File: config.mk
export PLATFORM = sky130hd
export DESIGN_NAME = sfx_tx
export DESIGN_NICKNAME = d
export VERILOG_FILES = /design/src/rtl/sfx_pkg.sv /design/src/rtl/sfx_bclk_gen.sv /design/src/rtl/sfx_frame_seq.sv /design/src/rtl/sfx_slot_data.sv /design/src/rtl/sfx_tx.sv
export SDC_FILE = /design/constraint.sdc
export NUM_CORES = 1
export LEC_CHECK = 0
export CORE_ASPECT_RATIO = 1.4
export CORE_UTILIZATION = 30
export DETAILED_ROUTE_END_ITERATION = 7
export DONT_BUFFER_PORTS = 1
export GPL_TIMING_DRIVEN = 0
export PLACE_DENSITY = 0.45
export SYNTH_ARGS = -nofsm -noshare
export SYNTH_HDL_FRONTEND = slang
export SYNTH_SLANG_ARGS = --single-unit
File: constraint.sdc
create_clock -name clk -period 7.32 [get_ports clk]
set_input_delay 0.366 -clock clk [delete_from_list [all_inputs] [get_ports clk]]
set_output_delay 0.366 -clock clk [all_outputs]
set_load 0.01 [all_outputs]
File: src/rtl/sfx_pkg.sv
package sfx_pkg;

    typedef enum logic [1:0] {
        FMT_PCM = 2'd0,
        FMT_LJ  = 2'd1,
        FMT_RJ  = 2'd2,
        FMT_RSV = 2'd3
    } fmt_e;

endpackage

File: src/rtl/sfx_bclk_gen.sv
module sfx_bclk_gen (
    input  logic clk,
    input  logic rst_n,
    input  logic run,
    input  logic tick,
    output logic bclk_raw,
    output logic fall_stb
);

    typedef struct packed {
        logic phase;
    } bclk_st_t;

    bclk_st_t st_d, st_q;

    always_comb begin
        st_d = st_q;
        if (!run) begin
            st_d.phase = 1'b0;
        end else if (tick) begin
            st_d.phase = ~st_q.phase;
        end
    end

    always_ff @(posedge clk or negedge rst_n) begin
        if (!rst_n) st_q <= '0;
        else        st_q <= st_d;
    end

    assign bclk_raw = st_q.phase;
    assign fall_stb = run & tick & st_q.phase;

    AST_BCLK_IDLE: assert property (@(posedge clk) disable iff (!rst_n)
        !run |=> !bclk_raw);
    AST_BCLK_STEP: assert property (@(posedge clk) disable iff (!rst_n)
        run && tick |=> bclk_raw != $past(bclk_raw));
    AST_BCLK_HOLD: assert property (@(posedge clk) disable iff (!rst_n)
        run && !tick |=> $stable(bclk_raw));

endmodule

File: src/rtl/sfx_frame_seq.sv
module sfx_frame_seq #(
    parameter int HALF_W = 8
) (
    input  logic              clk,
    input  logic              rst_n,
    input  logic              run,
    input  logic              fall_stb,
    input  logic [HALF_W-1:0] half_m1,
    output logic              active,
    output logic              frame_start,
    output logic              second_half,
    output logic [HALF_W:0]   fpos,
    output logic [HALF_W:0]   pos,
    output logic [HALF_W:0]   half_len
);

    typedef struct packed {
        logic            active;
        logic [HALF_W:0] fpos;
    } seq_st_t;

    seq_st_t st_d, st_q;
    logic [HALF_W:0] last_pos;
    logic [HALF_W:0] step_one;

    assign step_one = {{HALF_W{1'b0}}, 1'b1};
    assign half_len = {1'b0, half_m1} + step_one;
    assign last_pos = {half_m1, 1'b1};

    always_comb begin
        frame_start = fall_stb & (~st_q.active | (st_q.fpos == last_pos));
        st_d = st_q;
        if (!run) begin
            st_d.active = 1'b0;
            st_d.fpos   = '0;
        end else if (fall_stb) begin
            st_d.active = 1'b1;
            st_d.fpos   = frame_start ? '0 : st_q.fpos + step_one;
        end
    end

    always_ff @(posedge clk or negedge rst_n) begin
        if (!rst_n) st_q <= '0;
        else        st_q <= st_d;
    end

    assign active      = st_q.active;
    assign fpos        = st_q.fpos;
    assign second_half = st_q.fpos >= half_len;
    assign pos         = second_half ? st_q.fpos - half_len : st_q.fpos;

    AST_FPOS_IN_FRAME: assert property (@(posedge clk) disable iff (!rst_n)
        active |-> fpos <= last_pos);
    AST_FPOS_HOLD: assert property (@(posedge clk) disable iff (!rst_n)
        run && active && !fall_stb |=> $stable(fpos));

endmodule

File: src/rtl/sfx_slot_data.sv
module sfx_slot_data
    import sfx_pkg::*;
#(
    parameter int SMP_W  = 16,
    parameter int HALF_W = 8
) (
    input  logic             clk,
    input  logic             rst_n,
    input  logic             frame_start,
    input  logic             smp_valid,
    input  logic [SMP_W-1:0] smp_left,
    input  logic [SMP_W-1:0] smp_right,
    input  logic             urun_clr,
    input  logic [1:0]       mode,
    input  logic [1:0]       offset,
    input  logic [HALF_W:0]  fpos,
    input  logic [HALF_W:0]  pos,
    input  logic [HALF_W:0]  half_len,
    input  logic             second_half,
    output logic             data_bit,
    output logic             urun
);

    localparam int IDX_W = $clog2(SMP_W);

    typedef struct packed {
        logic [SMP_W-1:0] left;
        logic [SMP_W-1:0] right;
        logic             urun;
    } slot_st_t;

    slot_st_t st_d, st_q;
    logic [SMP_W-1:0] half_smp;
    int k_lead;
    int k_tail;

    always_comb begin
        st_d = st_q;
        if (urun_clr) st_d.urun = 1'b0;
        if (frame_start) begin
            if (smp_valid) begin
                st_d.left  = smp_left;
                st_d.right = smp_right;
            end else begin
                st_d.left  = '0;
                st_d.right = '0;
                st_d.urun  = 1'b1;
            end
        end
    end

    always_ff @(posedge clk or negedge rst_n) begin
        if (!rst_n) st_q <= '0;
        else        st_q <= st_d;
    end

    always_comb begin
        data_bit = 1'b0;
        half_smp = second_half ? st_q.right : st_q.left;
        k_lead   = 0;
        k_tail   = 0;
        case (fmt_e'(mode))
            FMT_PCM: begin
                k_lead = int'(fpos) - int'(offset);
                if (k_lead >= 0 && k_lead < SMP_W) begin
                    data_bit = st_q.left[IDX_W'(SMP_W - 1 - k_lead)];
                end else if (k_lead >= SMP_W && k_lead < 2 * SMP_W) begin
                    data_bit = st_q.right[IDX_W'(2 * SMP_W - 1 - k_lead)];
                end
            end
            FMT_LJ: begin
                k_lead = int'(pos) - int'(offset);
                if (k_lead >= 0 && k_lead < SMP_W) begin
                    data_bit = half_smp[IDX_W'(SMP_W - 1 - k_lead)];
                end
            end
            FMT_RJ: begin
                k_tail = int'(half_len) - 1 - int'(pos);
                if (k_tail >= 0 && k_tail < SMP_W) begin
                    data_bit = half_smp[IDX_W'(k_tail)];
                end
            end
            default: data_bit = 1'b0;
        endcase
    end

    assign urun = st_q.urun;

    AST_URUN_SET: assert property (@(posedge clk) disable iff (!rst_n)
        frame_start && !smp_valid |=> urun);
    AST_URUN_STICKY: assert property (@(posedge clk) disable iff (!rst_n)
        urun && !urun_clr |=> urun);
    AST_URUN_CAUSE: assert property (@(posedge clk) disable iff (!rst_n)
        $rose(urun) |-> $past(frame_start && !smp_valid));

endmodule

File: src/rtl/sfx_tx.sv
module sfx_tx
    import sfx_pkg::*;
#(
    parameter int SMP_W  = 16,
    parameter int WORD_W = 32,
    parameter int HALF_W = 8
) (
    input  logic              clk,
    input  logic              rst_n,
    input  logic              bclk_tick,
    input  logic              glb_en,
    input  logic              tx_en,
    input  logic              dout_en,
    input  logic [1:0]        cfg_mode,
    input  logic [1:0]        cfg_offset,
    input  logic [HALF_W-1:0] cfg_half_m1,
    input  logic              cfg_bclk_inv,
    input  logic              cfg_fclk_inv,
    input  logic              smp_valid,
    input  logic [WORD_W-1:0] smp_left,
    input  logic [WORD_W-1:0] smp_right,
    output logic              smp_ready,
    input  logic              urun_clr,
    output logic              urun_flag,
    output logic              ser_bclk,
    output logic              ser_fclk,
    output logic              ser_data
);

    logic            run;
    logic            bclk_raw;
    logic            fall_stb;
    logic            active;
    logic            frame_start;
    logic            second_half;
    logic            data_bit;
    logic            fclk_raw;
    logic [HALF_W:0] fpos;
    logic [HALF_W:0] pos;
    logic [HALF_W:0] half_len;

    assign run = glb_en & tx_en;

    generate
        if (WORD_W > SMP_W) begin : g_pad
            logic unused_pad;
            assign unused_pad = ^{smp_left[WORD_W-SMP_W-1:0], smp_right[WORD_W-SMP_W-1:0]};
        end
    endgenerate

    sfx_bclk_gen u_bclk (
        .clk      (clk),
        .rst_n    (rst_n),
        .run      (run),
        .tick     (bclk_tick),
        .bclk_raw (bclk_raw),
        .fall_stb (fall_stb)
    );

    sfx_frame_seq #(.HALF_W(HALF_W)) u_seq (
        .clk         (clk),
        .rst_n       (rst_n),
        .run         (run),
        .fall_stb    (fall_stb),
        .half_m1     (cfg_half_m1),
        .active      (active),
        .frame_start (frame_start),
        .second_half (second_half),
        .fpos        (fpos),
        .pos         (pos),
        .half_len    (half_len)
    );

    sfx_slot_data #(.SMP_W(SMP_W), .HALF_W(HALF_W)) u_slot (
        .clk         (clk),
        .rst_n       (rst_n),
        .frame_start (frame_start),
        .smp_valid   (smp_valid),
        .smp_left    (smp_left[WORD_W-1 -: SMP_W]),
        .smp_right   (smp_right[WORD_W-1 -: SMP_W]),
        .urun_clr    (urun_clr),
        .mode        (cfg_mode),
        .offset      (cfg_offset),
        .fpos        (fpos),
        .pos         (pos),
        .half_len    (half_len),
        .second_half (second_half),
        .data_bit    (data_bit),
        .urun        (urun_flag)
    );

    always_comb begin
        fclk_raw = 1'b0;
        if (active) begin
            if (fmt_e'(cfg_mode) == FMT_PCM) fclk_raw = (fpos == '0);
            else                             fclk_raw = second_half;
        end
    end

    assign smp_ready = frame_start;
    assign ser_bclk  = bclk_raw ^ cfg_bclk_inv;
    assign ser_fclk  = fclk_raw ^ cfg_fclk_inv;
    assign ser_data  = active & dout_en & data_bit;

    AST_DATA_MUTED: assert property (@(posedge clk) disable iff (!rst_n)
        !dout_en |-> !ser_data);
    AST_READY_AT_FALL: assert property (@(posedge clk) disable iff (!rst_n)
        smp_ready |=> !(ser_bclk ^ cfg_bclk_inv));
    AST_FRAME_ORIGIN: assert property (@(posedge clk) disable iff (!rst_n)
        smp_ready |=> active && fpos == '0);

endmodule

==> metrics.yaml <==
synthesis.nets: 692
pwr-share-clk_pct: 30.9
ys_seq_area_share_pct: 22.9
synthXorXnorAreaFrac_pct: 7.94
dp.final_hpwl_mm: 12.0
grt_pass1_vias: 4401
finalHoldViolCount: 0
crit_arrival_ps: 6650
yosysWarnings: 0
ir_worst_vdd_mv: 0.155
antennaDiodeCount: 0
async_flop_share_pct: 100
num-fill-cells: 1645
port_buffers: 0
synth_top_area_share_pct: 22.9
yosysTopAreaCell: "dfrtp_1"
synth_compound_area_share_pct: 17.2
yosys.area_share.adder_pct: 9.81
crit_type: "reg -> out"
syn_to_final_growth_pct: 16.7
hold_path.class: "in -> reg"
r2r_setup_slack_ps: 4440
io_pins: 91
vias: 4412
cts-root-buf: "clkbuf_16"
cp-end-kind: "primary output"
syn_inst: 575
synth.avg_cell_area_um2: 8.36
maxCapViolCount: 0
clkLatencyLatePin_ps: 290
power_density_nw_per_um2: 133
fin_skew_ps: 3.97
p_leak_nw: 2.21
clk_pin_slew_ps: 60
initial_core_util_pct: 30.8
swShare_pct: 31.9
met3_usage_pct: 2.05
slowest_stage: "or4b_4"
cts_sinks: 44
period_share_pct: 95.8
antenna_found_initial: 0
synth-simple-area-share_pct: 23.1
path_common_cell: "ha_1"
drt-wirelength-per-cell_um: 18.9
cts_tree: "built"
die_x_um: 109
drc: 0
grt_max_degree: 45
cts_buffers: 5
cp_data_required_time_ps: 6950
crit_fanout: 5
dieArea_um2: 16500
fmax_mhz: 143
grt_first_pass_wirelength_mm: 23.9
seq_power_share_pct: 39.3
synth_cell_type_count: 71
syn_area_um2: 4810
met2_usage_pct: 36.0
final_core_util_pct: 35.9
cts_max_level: 2
grt_usage_pct: 19.2
netSwitchingPower_uw: 238
synth_top_family_by_area: "simple AND/OR/NAND/NOR gates"
whs_ps: 170
max_slew_margin_pct: 49.0
nets: 722
synthTopCellsByArea: "dfrtp_1 (23%), mux4_2 (11%), nand2_1 (7.4%), ha_1 (7.0%), o21ai_0 (6.7%)"
routed_via_density: 5.50
outcome: "completed"
grt-ovfl-total: 0
ys_ff_latch: 44
synthMuxAreaShare_pct: 14.7
synth-edff-count: 0
drive_above_1_share_pct: 17.5
rsz0062_at_grt: "no"
finalSetupViolations: 0
rows: 54
p_total_uw: 748
slew_violations: 0
core_um2: 15600
cts.path.max_buffers: 2
tightest_slew_ps: 765
grt-busiest-layer: "met2"
drt-total-wl_mm: 15.2
finalCriticalPeriod_ps: 7010
critPathLaunchType: "flop"
drt_pass1_iterations: 4
ys.flop_type: "dfrtp_1"
internal_power_uw: 510
place.gp.congestion: 0.848
fp.dieH_um: 152
cpPeakStageDelay_ps: 550
detail-route-antenna-nets: 0
first_iter_violations: 265
use_met1_pct: 21.6
pwr-share-comb_pct: 29.7
-- routing by layer --
metal	routed length [um]	vias up	part of all wire (%)
met5	0	-	0
met4	500	0	3.3
met3	429	26	2.8
met2	8140	100	54
met1	6120	2137	40
li1	-	2149	-
-- worst max-delay path: cells and delay by family, from the launching register on --
family,cells,cell delay [ps]
AO/OA/AOI/OAI,10,2020
adder cells (fa/ha/maj),5,1600
buffers and inverters,2,340
flip-flops,1,420
multiplexers,1,120
AND/OR/NAND/NOR,8,1850
-- flip-flops by register name (all words and copies together) (netlist names) --
name             flops
u_bclk.bclk_raw      1
u_seq.fpos           9
u_seq.active         1
u_slot.st_q         32
u_slot.urun          1
-- what timing repair did --
| item | in CTS | in global routing |
|---|---|---|
| resized for setup | 38 | 13 |
| hold buffers | 2 | 0 |
| hold endpoints to repair | 44 | 0 |
| setup buffers | 12 | 10 |
| endpoints found under the setup margin | 1 | 1 |
| pin swaps | 14 | 13 |
-- kinds of logic (layout without fill, tap and decap cells) --
family / count (synthesis) / after routing
xor+xnor: 42 / 42
simple gates: 230 / 230
mux: 40 / 40
flops: 44 / 44
buf+inv: 52 / 83
compound gates: 131 / 131
fa+ha+maj: 36 / 36
-- layout make-up --
type	instances	area (um^2)	area share, %
clock inverter	1	7.51	0.134
buffer	31	148	2.63
clock buffer	7	143	2.54
multi-input combinational	479	3680	65.6
tap	196	245	4.37
timing repair buffer	24	203	3.61
inverter	20	77.6	1.38
sequential	44	1100	19.7
-- final timing paths --
kind,startpoint,endpoint,cells after the start
max,u_seq.fpos[1]$_DFFE_PN0P_,ser_data,26
min,urun_clr,u_slot.urun$_DFF_PN0_,1
max reg2reg,u_seq.fpos[4]$_DFFE_PN0P_,u_slot.st_q[1]$_DFFE_PN0P_,9
min reg2reg,u_slot.st_q[9]$_DFFE_PN0P_,u_slot.st_q[9]$_DFFE_PN0P_,2
max in group asynchronous,rst_n,u_seq.fpos[1]$_DFFE_PN0P_,2
min in group asynchronous,rst_n,u_slot.st_q[6]$_DFFE_PN0P_,2
-- Yosys cell counts (8+ instances only) --
cell and number:
a21oi_1 10, mux2i_1 12, nor2b_1 8, o21ai_0 64, clkbuf_1 21, ha_1 27
nand2b_1 8, xor2_1 12, and3_1 11, nand2_1 95, inv_1 20, nor3_1 13
dfrtp_1 44, mux4_2 24, xnor2_1 29, and2_1 8, nor2_1 37, nand3_1 17
-- metrics by stage --
step	cell area, um^2	setup TNS [ps]	setup WS [ps]	instances
2_1_floorplan	4810	0	47.9	575
6_report	5610	0	306	802
3_3_place_gp	5050	-1200	-1200	771
4_1_cts	5480	0	69.0	792
3_5_place_dp	5050	-1390	-1390	771
5_1_grt	5610	0	20.1	802
-- cell usage in the layout, fill, tap and decap left out, drive strengths merged, types with 12 or more instances in the layout --
master | synthesis | layout
dfrtp | 44 | 44
xor2 | 12 | 12
buf | 11 | 33
inv | 20 | 20
ha | 27 | 27
nand3 | 18 | 18
mux4 | 24 | 24
nor2 | 37 | 37
o21ai | 70 | 70
nand2 | 96 | 96
mux2i | 13 | 13
clkbuf | 21 | 28
nor3 | 14 | 14
xnor2 | 29 | 29
-- power groups by stage --
stage / clock [mW] / sequential [mW] / combinational [mW]
after floorplan: 0 / 0.286 / 0.159
after global placement: 0 / 0.297 / 0.197
after detailed placement: 0 / 0.298 / 0.202
after CTS: 0.237 / 0.294 / 0.219
after global routing: 0.244 / 0.297 / 0.247
final: 0.231 / 0.294 / 0.222
(Power assumes the default switching activity.)
